$ cat config.mk
export PLATFORM = sky130hd
export DESIGN_NAME = irq_nest_arb
export DESIGN_NICKNAME = d
export VERILOG_FILES = /design/src/rtl/irq_arb_pkg.sv /design/src/rtl/irq_lvl_map.sv /design/src/rtl/irq_pick.sv /design/src/rtl/irq_lvl_stack.sv /design/src/rtl/irq_nest_arb.sv
export SDC_FILE = /design/constraint.sdc
export NUM_CORES = 1
export LEC_CHECK = 0
export BUFFER_PORTS_ARGS = -buffer_cell sky130_fd_sc_hd__buf_2
export CAP_MARGIN = 20
export CORE_UTILIZATION = 45
export CTS_CLUSTER_DIAMETER = 30
export DETAILED_ROUTE_END_ITERATION = 8
export GPL_TIMING_DRIVEN = 1
export PLACE_DENSITY = 0.73
export SLEW_MARGIN = 40
export SYNTH_ARGS = -nofsm -noshare
export SYNTH_HDL_FRONTEND = slang
export SYNTH_SLANG_ARGS = --single-unit
$ cat constraint.sdc
create_clock -name clk_i -period 2.75 [get_ports clk_i]
set_input_delay 0.4125 -clock clk_i [delete_from_list [all_inputs] [get_ports clk_i]]
set_output_delay 0.4125 -clock clk_i [all_outputs]
set_load 0.1 [all_outputs]
$ cat src/rtl/irq_arb_pkg.sv
package irq_arb_pkg;
  typedef enum logic [1:0] {
    LVL_NONE = 2'd0,
    LVL_LO   = 2'd1,
    LVL_HI   = 2'd2,
    LVL_TOP  = 2'd3
  } lvl_e;
endpackage

$ cat src/rtl/irq_lvl_map.sv
module irq_lvl_map
  import irq_arb_pkg::*;
#(
  parameter int N_VEC = 10,
  parameter int N_TOP = 2
) (
  input  logic [N_VEC-1:0] irq_i,
  input  logic [N_VEC-1:0] en_i,
  input  logic             gie_i,
  input  logic [N_VEC-1:0] prio_hi_i,
  output lvl_e             lvl_o [N_VEC]
);
  for (genvar g = 0; g < N_VEC; g++) begin : g_vec
    // elevated level depends on vector position
    localparam lvl_e ELEV = (g < N_TOP) ? LVL_TOP : LVL_HI;
    always_comb begin
      if (!(gie_i && en_i[g] && irq_i[g])) lvl_o[g] = LVL_NONE;
      else if (prio_hi_i[g])               lvl_o[g] = ELEV;
      else                                 lvl_o[g] = LVL_LO;
    end
  end
endmodule

$ cat src/rtl/irq_pick.sv
module irq_pick
  import irq_arb_pkg::*;
#(
  parameter int N_VEC = 10,
  parameter int IDX_W = $clog2(N_VEC)
) (
  input  lvl_e             lvl_i [N_VEC],
  output lvl_e             best_lvl_o,
  output logic [IDX_W-1:0] best_idx_o
);
  // descending scan with >= lets the lowest index win ties
  always_comb begin
    best_lvl_o = LVL_NONE;
    best_idx_o = '0;
    for (int n = N_VEC - 1; n >= 0; n--) begin
      if (lvl_i[n] != LVL_NONE && lvl_i[n] >= best_lvl_o) begin
        best_lvl_o = lvl_i[n];
        best_idx_o = IDX_W'(n);
      end
    end
  end
endmodule

$ cat src/rtl/irq_lvl_stack.sv
module irq_lvl_stack
  import irq_arb_pkg::*;
#(
  parameter int DEPTH = 3
) (
  input  logic clk_i,
  input  logic rst_ni,
  input  logic push_i,
  input  logic pop_i,
  input  lvl_e lvl_i,
  output lvl_e top_o
);
  localparam int CNT_W = $clog2(DEPTH + 1);
  localparam logic [CNT_W-1:0] CNT_MAX = CNT_W'(DEPTH);
  localparam logic [CNT_W-1:0] CNT_ONE = CNT_W'(1);

  lvl_e             stk_q [DEPTH];
  logic [CNT_W-1:0] cnt_q;

  always_ff @(posedge clk_i or negedge rst_ni) begin
    if (!rst_ni) begin
      cnt_q <= '0;
      for (int i = 0; i < DEPTH; i++) stk_q[i] <= LVL_NONE;
    end else if (push_i && pop_i) begin
      // replace top; depth unchanged unless empty
      if (cnt_q != '0) begin
        stk_q[cnt_q - CNT_ONE] <= lvl_i;
      end else begin
        stk_q[0] <= lvl_i;
        cnt_q    <= CNT_ONE;
      end
    end else if (push_i) begin
      if (cnt_q != CNT_MAX) begin
        stk_q[cnt_q] <= lvl_i;
        cnt_q        <= cnt_q + CNT_ONE;
      end
    end else if (pop_i) begin
      if (cnt_q != '0) cnt_q <= cnt_q - CNT_ONE;
    end
  end

  assign top_o = (cnt_q == '0) ? LVL_NONE : stk_q[cnt_q - CNT_ONE];
endmodule

$ cat src/rtl/irq_nest_arb.sv
module irq_nest_arb
  import irq_arb_pkg::*;
#(
  parameter int N_VEC      = 10,
  parameter int N_TOP      = 2,
  parameter int DEPTH      = 3,
  parameter int ADDR_W     = 17,
  parameter int VEC_BASE   = 3,
  parameter int VEC_STRIDE = 8,
  parameter int IDX_W      = $clog2(N_VEC)
) (
  input  logic              clk_i,
  input  logic              rst_ni,
  input  logic [N_VEC-1:0]  irq_i,
  input  logic [N_VEC-1:0]  en_i,
  input  logic              gie_i,
  input  logic [N_VEC-1:0]  prio_hi_i,
  input  logic              ack_i,
  input  logic              reti_i,
  output logic              req_o,
  output logic [IDX_W-1:0]  vec_idx_o,
  output logic [ADDR_W-1:0] vec_addr_o,
  output logic [1:0]        req_lvl_o,
  output logic [1:0]        svc_lvl_o
);
  lvl_e             vec_lvl [N_VEC];
  lvl_e             best_lvl;
  logic [IDX_W-1:0] best_idx;
  lvl_e             svc_lvl;
  logic             accept, ack_ok;

  logic              req_q;
  logic [IDX_W-1:0]  idx_q;
  logic [ADDR_W-1:0] addr_q;
  lvl_e              lvl_q;

  irq_lvl_map #(.N_VEC(N_VEC), .N_TOP(N_TOP)) u_map (
    .irq_i     (irq_i),
    .en_i      (en_i),
    .gie_i     (gie_i),
    .prio_hi_i (prio_hi_i),
    .lvl_o     (vec_lvl)
  );

  irq_pick #(.N_VEC(N_VEC), .IDX_W(IDX_W)) u_pick (
    .lvl_i      (vec_lvl),
    .best_lvl_o (best_lvl),
    .best_idx_o (best_idx)
  );

  assign ack_ok = ack_i && req_q;
  assign accept = (best_lvl != LVL_NONE) && (best_lvl > svc_lvl);

  irq_lvl_stack #(.DEPTH(DEPTH)) u_stack (
    .clk_i  (clk_i),
    .rst_ni (rst_ni),
    .push_i (ack_ok),
    .pop_i  (reti_i),
    .lvl_i  (lvl_q),
    .top_o  (svc_lvl)
  );

  always_ff @(posedge clk_i or negedge rst_ni) begin
    if (!rst_ni) begin
      req_q  <= 1'b0;
      idx_q  <= '0;
      addr_q <= '0;
      lvl_q  <= LVL_NONE;
    end else if (ack_ok) begin
      req_q <= 1'b0;
    end else if (!req_q && accept) begin
      req_q  <= 1'b1;
      idx_q  <= best_idx;
      lvl_q  <= best_lvl;
      addr_q <= ADDR_W'(VEC_BASE) + ADDR_W'(best_idx) * ADDR_W'(VEC_STRIDE);
    end
  end

  assign req_o      = req_q;
  assign vec_idx_o  = idx_q;
  assign vec_addr_o = addr_q;
  assign req_lvl_o  = lvl_q;
  assign svc_lvl_o  = svc_lvl;
endmodule

==> parameters.txt, run 1 <==
Parameter                              Value

Placement
  GP Congestion ... around 0.85
  Cell area after placement ... around 0.0032 mm2
  Input/output buffers ... 49
  DPL Wire Length ... 4750 um
  Pre-CTS WS ... -7.99 ns

Timing
  Highest clock frequency the design can meet ... ~95 MHz
  Final Max Tran Viols ... 0
  Count of final setup violators ... 8
  RSZ-0062 raised after global routing ... yes
  Fraction of the cycle the final worst path needs ... 383%
  Worst Clk Skew ... just under 0.004 ns
  Post-layout min period ... between 10 and 15 ns
  Total Negative Setup Slacks ... -61.55 ns
  Hold violation count in the final report ... 0
  Least setup slack across all paths after layout ... -7.78 ns

Power
  Total power consumption of the routed design ... 0.00318 W
  Leakage ... ~1.8 nW
  Peak ir drop on the vdd network ... ~900 uV
  Power density over cell area ... 872 mW/mm2

Logic synthesis
  Post-synth cell types ... a little under 60
  Sequential share of the synthesized area ... a little under a fifth
  Avg Synthesized Cell Area ... just over 8 um2
  Cell area after synthesis ... approximately 0.0021 mm2
  Prevailing post-synth register cell ... sky130_fd_sc_hd__dfrtp_1
  Syn Inst Count ... 260
  Warning count from the yosys run ... 0
  Post-synth ARST share ... 100%
  Count of flip-flops with a built-in enable after synthesis ... 0
  Post-synthesis register bit count ... 16

Critical path
  CP dominant cell by count ... sky130_fd_sc_hd__a21oi_4
  Worst setup EP type ... register
  Cell class contributing the biggest share of worst-path delay ... compound AO/OA/AOI/OAI gates
  Max stage delay cell, worst path ... sky130_fd_sc_hd__ha_1
  Timing startpoint of the critical path ... en_i[9]
  Critical path peak fanout ... 7
  Critical path class ... in -> reg
  Data required time at the worst endpoint ... around 2.9 ns
  Signal arrival time at the worst endpoint ... between 10 and 15 ns
  Nature of the critical path startpoint ... primary input
  Crit path buf inv count ... 6
  Worst stage delay on the critical path ... ~0.34 ns
  R2R Path Start ... u_stack.cnt_q[1]

Finish
  Number of antenna cells inserted ... 0
  Number of nets in the layout ... between 400 and 500
  Fraction of layout instances using a drive strength above 1 ... about three fifths
  Final design area excluding fillers ... 0.00365 mm2
  Growth of design area from synthesis to finish ... 71.9%
  Post-Route Utilization ... roughly 82%
  Number of fillers in the final layout ... 264

Route
  DRC violation count after routing ... 8
  Ratio of routed vias to standard cells ... ~5.4
  DRT Wirelength ... 7030 um
  Via count ... 2,545
  Number of design-rule violations left by the first detailed-router iteration ... roughly 140
  Post-route ant nets ... 0
  TritonRoute pass-1 iters ... 6
  Per-cell routed wire length ... 15.0 um

Clock network
  Sinks on the clock net ... 16
  CTS Root Cell ... sky130_fd_sc_hd__clkbuf_8
  H-tree levels ... 1
  TritonCTS clock tree ... yes
  Number of buffers created by CTS ... 3
  Maximum root-to-sink buffer count ... 2
  Source-to-sink clock delay at the later pin of the worst-skew pair ... around 0.25 ns
  Cts-stage hold buffer count ... 0
  Clock transition at the registers of the reported paths ... ~0.060 ns

Global routing
  Pin count of the biggest net entering global routing ... 17
  Initial antenna violation count ... 0
  All-layer global routing usage ... roughly 26%
  Via count of the first global-routing pass ... 2,412
  Overflow left after global routing ... 0
  First-pass GRT wire length ... approximately 10,000 um

Worst hold path
  Worst Hold Class ... in -> async

Floorplanning
  Top-level I/O count ... slightly above 60
  Placeable Area ... between 0.004 and 0.005 mm2
  Chip height ... 70.7 um
  Starting density of the core ... between 40% and 50%
  Number of standard-cell rows in the floorplan ... 24
  X dimension of the die ... slightly above 70 um
  Overall die area ... roughly 0.005 mm2

Outcome
  Violations in the final reports ... DRC, setup timing
  Outcome ... finished, violations left

Run
  Max-cap check violation count ... 0
[flip-flops by register name (all words and copies together) (netlist names)]
register,cells
vec_addr_o,1
req_o,1
u_stack.cnt_q,2
req_lvl_o,2
vec_idx_o,4
u_stack.stk_q,6
[through the flow]
stage | hold slack [ns] | std cells
floorplan | 0.117 | 270
global placement | 0.333 | 437
detailed placement | 0.353 | 437
CTS | 0.0876 | 457
global route | 0.0931 | 469
finish | 0.0767 | 469
[cells in the mapped netlist, drive strengths merged (3+ instances only)]
master | instances | share of area [%]
and3 | 4 | 1.5
o21a | 4 | 1.8
or2 | 6 | 1.8
nor3 | 3 | 0.71
mux2 | 7 | 3.7
and2 | 3 | 1.1
o22ai | 6 | 2.4
a211o | 3 | 1.2
dfrtp | 16 | 19
nand2b | 16 | 5.1
o21ai | 11 | 2.8
ha | 27 | 16
a31oi | 4 | 1.2
nand2 | 14 | 2.5
a22o | 3 | 1.2
nor2 | 29 | 5.2
nand3 | 12 | 4.0
buf | 17 | 6.2
a21o | 7 | 2.5
nor4 | 3 | 1.2
a21oi | 18 | 4.6
inv | 19 | 3.4
[logic make-up after synthesis]
| family | synth area share [%] |
|---|---|
| xor gates and xnor gates | 0.413 |
| other | 0.177 |
| adders and majority gates | 15.9 |
| muxes | 4.66 |
| and+or+nand+nor | 25.4 |
| DFF | 18.9 |
| buffers and inverters | 9.73 |
| AOI/OAI and AO/OA | 24.9 |
[worst reg2reg max path: stages, from the launching register on]
cell and delay, ns:
sky130_fd_sc_hd__dfrtp_1 0.35, sky130_fd_sc_hd__inv_1 0.08, sky130_fd_sc_hd__ha_1 0.36, sky130_fd_sc_hd__buf_4 0.15, sky130_fd_sc_hd__mux2i_1 0.18, sky130_fd_sc_hd__nor2_1 0.05, sky130_fd_sc_hd__a31oi_1 0.18, sky130_fd_sc_hd__nor2_2 0.07
sky130_fd_sc_hd__ha_1 0.31, sky130_fd_sc_hd__a21oi_2 0.20, sky130_fd_sc_hd__o21ai_4 0.10, sky130_fd_sc_hd__buf_6 0.15, sky130_fd_sc_hd__a22o_1 0.23, sky130_fd_sc_hd__a21o_1 0.16
[cells in the final DEF, fill, tap and decap left out, types with 4 or more instances in the layout]
cell type,count
sky130_fd_sc_hd__nand3_1,7
sky130_fd_sc_hd__a21oi_4,9
sky130_fd_sc_hd__nand3_2,4
sky130_fd_sc_hd__ha_4,4
sky130_fd_sc_hd__ha_1,23
sky130_fd_sc_hd__nor2_4,5
sky130_fd_sc_hd__inv_1,18
sky130_fd_sc_hd__a21oi_1,8
sky130_fd_sc_hd__buf_2,46
sky130_fd_sc_hd__nor2_1,17
sky130_fd_sc_hd__a21o_1,7
sky130_fd_sc_hd__mux2_2,7
sky130_fd_sc_hd__dfrtp_1,16
sky130_fd_sc_hd__nand2b_4,10
sky130_fd_sc_hd__buf_4,111
sky130_fd_sc_hd__o21ai_0,6
sky130_fd_sc_hd__nor2_2,7
sky130_fd_sc_hd__nand2_1,13
sky130_fd_sc_hd__nand2b_1,6
sky130_fd_sc_hd__conb_1,11
[per-layer routing]
layer / GRT usage [%] / share of wire, % / routed length (um)
met1: 32.0 / 42 / 2940
met2: 47.4 / 52 / 3670
met3: 3.13 / 3.8 / 264
met4: 5.33 / 2.2 / 154
met5: 0 / 0 / 0
[worst paths after layout]
kind / slack, ns / end / cells past startpoint
setup / recovery: -7.78 / vec_idx_o[1] / 65
hold / removal: 0.08 / req_lvl_o[1] / 1
setup reg to reg: 0.08 / vec_idx_o[1] / 13
hold reg to reg: 0.50 / vec_addr_o[1] / 1
max in group asynchronous: 2.40 / vec_idx_o[2] / 1
min in group clk_i: 0.37 / req_o / 2
[final cells by class]
type / count / area (um2) / share of cell area [%]
well taps: 52 / 65.1 / 1.78
multi-input cells: 217 / 1940 / 53.2
clock buffers: 3 / 41.3 / 1.13
flip-flops and latches: 16 / 400 / 11.0
inverters: 19 / 71.3 / 1.96
repair buffers: 162 / 1130 / 30.9
[repair_timing]
| action | CTS | global route |
|---|---|---|
| resized for setup | 12 | 20 |
| buffers inserted | 17 | 12 |
| endpoints found under the setup margin | 8 | 8 |
| pin swaps | 22 | 24 |
[where the power goes]
part | leakage, nW | total [W] | internal [W] | switching (W)
logic | 1.63 | 0.00258 | 0.000970 | 0.00161
clock network | 0.0216 | 0.000173 | 0.0000970 | 0.0000759
registers | 0.186 | 0.000431 | 0.000345 | 0.0000866
total | 1.84 | 0.00318 | 0.00141 | 0.00177
No activity file was read; power rests on OpenSTA's default activity.
==> inputs of run 2 (changes only) <==
--- a/config.mk
+++ b/config.mk
@@ -11,7 +11,7 @@
 export CTS_CLUSTER_DIAMETER = 30
 export DETAILED_ROUTE_END_ITERATION = 8
 export GPL_TIMING_DRIVEN = 1
-export PLACE_DENSITY = 0.73
+export PLACE_DENSITY = 0.71
 export SLEW_MARGIN = 40
 export SYNTH_ARGS = -nofsm -noshare
 export SYNTH_HDL_FRONTEND = slang
==> constraint.sdc (replaced) <==
create_clock -name clk_i -period 10.65 [get_ports clk_i]
set_input_delay 1.5975 -clock clk_i [delete_from_list [all_inputs] [get_ports clk_i]]
set_output_delay 1.5975 -clock clk_i [all_outputs]
set_load 0.1 [all_outputs]
==> parameters.txt, run 2 (synthesis results as in run 1) <==
Parameter                              Value

Route
  Ratio of routed vias to standard cells ... 5.33 (-1.7%)
  DRC violation count after routing ... 6 (-2)
  DRT Wirelength ... 5980 um (-15%)
  Post-route ant nets ... 0 (unchanged)
  Per-cell routed wire length ... 13.8 um (-7.7%)
  TritonRoute pass-1 iters ... 6 (unchanged)
  Via count ... 2,304 (-9.5%)
  Number of design-rule violations left by the first detailed-router iteration ... 108 (-22%)

Finish
  Number of standard cells in the layout, taps in and fillers out ... 432 (-7.9%)
  Number of antenna cells inserted ... 0 (unchanged)
  Number of flip-flops under the largest register name ... 6 (unchanged)
  Number of nets in the layout ... 444 (-7.7%)
  Largest Register ... u_stack.stk_q
  Most common cell after layout, fill and taps aside ... sky130_fd_sc_hd__buf_4
  Fraction of layout instances using a drive strength above 1 ... 52.1% (-5.9 points)
  Top library cells by usage in the layout, fill and taps aside ... sky130_fd_sc_hd__buf_4, sky130_fd_sc_hd__buf_2, sky130_fd_sc_hd__ha_1
  Post-Route Utilization ... 74.9% (-7.2 points)
  Growth of design area from synthesis to finish ... 56.9%

Placement
  DPL Wire Length ... 4490 um (-5.5%)
  GP Congestion ... 0.892 (+4.9%)
  Input/output buffers ... 49 (unchanged)
  Number of cells in the design after placement ... 413 (-5.5%)

Timing
  Highest clock frequency the design can meet ... 85.4 MHz
  Hold violation count in the final report ... 0 (unchanged)
  Total Negative Setup Slacks ... -7.80 ns (+53.75 ns)
  Post-layout min period ... around 12 ns
  Least setup slack across all paths after layout ... -1.06 ns (+6.72 ns)
  RSZ-0062 raised after global routing ... yes
  Count of final setup violators ... 8 (unchanged)
  Worst Clk Skew ... 0.00134 ns (-0.00253 ns)
  Final Max Tran Viols ... 0 (unchanged)
  Fraction of the cycle the final worst path needs ... 110%

Clock network
  Sinks on the clock net ... 16 (unchanged)
  CTS Root Cell ... sky130_fd_sc_hd__clkbuf_8
  Source-to-sink clock delay at the later pin of the worst-skew pair ... 0.24 ns (about the same)
  Cts-stage hold buffer count ... 0 (unchanged)
  H-tree levels ... 1 (unchanged)
  TritonCTS clock tree ... yes
  Clock transition at the registers of the reported paths ... 0.06 ns (about the same)
  Maximum root-to-sink buffer count ... 2 (unchanged)
  Number of buffers created by CTS ... 3 (unchanged)

Outcome
  Violations in the final reports ... DRC, setup timing
  Outcome ... finished, violations left

Global routing
  Via count of the first global-routing pass ... 2,094 (-13%)
  All-layer global routing usage ... 22.2% (-3.4 points)
  Pin count of the biggest net entering global routing ... 17 (unchanged)
  Met2 demand-to-capacity share in global routing ... 39.2% (-8.2 points)
  First-pass GRT wire length ... 9090 um (-13%)
  Global routing's busiest layer ... met2
  Met1 Usage GRT ... 29.5% (-2.5 points)
  GR Layer Usage met3 ... 3.13% (unchanged)
  Overflow left after global routing ... 0 (unchanged)
  Initial antenna violation count ... 0 (unchanged)

Power
  Combinational power share ... 79.3% (-1.7 points)
  Leakage ... 1.67 nW (-9.3%)
  Share of power burned in the clock network ... 5.6% (+0.2 points)
  Switching portion of total power ... 55.8% (+0.14 points)
  Net load switching power ... 0.000434 W (-76%)
  Fraction of power consumed by sequential logic ... 15.1% (+1.5 points)
  Peak ir drop on the vdd network ... 169 uV (-81%)
  Power density over cell area ... 234 mW/mm2 (-73%)
  Internal cell power ... 0.000344 W (-76%)

Critical path
  Nature of the critical path startpoint ... primary input
  Signal arrival time at the worst endpoint ... 11.84 ns (+1.17 ns)
  FF-to-FF End ... req_lvl_o[0]
  R2R Path Start ... u_stack.cnt_q[0]
  Data required time at the worst endpoint ... 10.78 ns (+7.90 ns)
  Worst Reg-to-Reg Cells ... 11 (-2)
  Max stage delay cell, worst path ... sky130_fd_sc_hd__or3_4
  Worst setup EP type ... register
  Critical path peak fanout ... 7 (unchanged)
  Reg2reg setup slack ... 7.61 ns (+7.53 ns)
  Timing startpoint of the critical path ... en_i[9]
  End point of the critical path ... req_lvl_o[0]
  Worst stage delay on the critical path ... 0.40 ns (+0.06 ns)
  Critical path class ... in -> reg

Floorplanning
  Top-level I/O count ... 61 (unchanged)
  Overall die area ... 0.00499 mm2 (unchanged)
  Starting density of the core ... 47.7% (unchanged)
  Chip height ... 70.7 um (unchanged)
  X dimension of the die ... 70.7 um (unchanged)
  Number of standard-cell rows in the floorplan ... 24 (unchanged)
  Placeable Area ... 0.00444 mm2 (unchanged)

Worst hold path
  Worst Hold Class ... reg -> reg

Run
  Max-cap check violation count ... 0 (unchanged)
-- run 2: cell types whose count changed in the layout (fill, tap and decap cells not counted), moves of 2 or more --
cell,before,now
sky130_fd_sc_hd__nor2_1,17,21
sky130_fd_sc_hd__buf_6,3,5
sky130_fd_sc_hd__nor2_2,7,5
sky130_fd_sc_hd__buf_4,111,74
sky130_fd_sc_hd__nor2_4,5,3
sky130_fd_sc_hd__buf_8,2,0
sky130_fd_sc_hd__o21ai_1,3,5
-- run 2: worst min-delay path by stage --
| stage | cells after the start | endpoint | start |
|---|---|---|---|
| floorplan | 1 | u_stack.stk_q[5] | u_stack.stk_q[5] |
| global placement | 1 | vec_addr_o[1] | vec_addr_o[1] |
| detailed placement | 1 | vec_addr_o[1] | vec_addr_o[1] |
| CTS | 1 | vec_addr_o[1] | vec_addr_o[1] |
| global route | 1 | vec_addr_o[1] | vec_addr_o[1] |
| finish | 1 | vec_addr_o[1] | vec_addr_o[1] |
-- run 2: through the flow --
step                total power (W)  hold WS [ns]  worst slack [ns]  instance area [um2]
global route               0.000821         0.509             -1.53                 3330
finish                     0.000778         0.484             -1.06                 3330
global placement           0.000665         0.476             -1.04                 3040
CTS                        0.000730         0.499            -0.926                 3160
floorplan                  0.000555         0.475            -0.773                 2420
detailed placement         0.000677         0.482             -1.24                 3040
-- run 2: worst max-delay path, delay by kind of cell --
kind	cells	cell delay, ns
simple gates	24	3.42
compound gates	23	3.77
fa+ha+maj	10	2.52
buf+inv	5	0.52
-- run 2: final cells by class --
class	instances	area, um2
Multi-Input combinational cell	217	1910
Fill cell	323	1110
Inverter	19	71.3
Clock buffer	3	41.3
Timing Repair Buffer	125	842
Sequential cell	16	400
Tap cell	52	65.1
-- run 2: repair_timing --
action | CTS | global route
gates resized for setup | 3 | 20
buffers inserted | 8 | 8
pin swaps | 8 | 10
setup endpoints to repair | 8 | 8
endpoints found under the hold margin | 0 | 0
-- run 2: power groups by stage --
stage	registers (W)	clock network [W]	logic, W
finish	0.000117	0.0000435	0.000617
global route	0.000121	0.0000460	0.000654
CTS	0.000116	0.0000440	0.000570
detailed placement	0.000117	0	0.000560
global placement	0.000114	0	0.000551
floorplan	0.000190	0	0.000365
-- run 2: routing by layer --
layer	routed length [um]	vias up
li1	-	1152
met1	2550	1067
met2	3090	73
met3	224	12
met4	106	0
met5	0	-
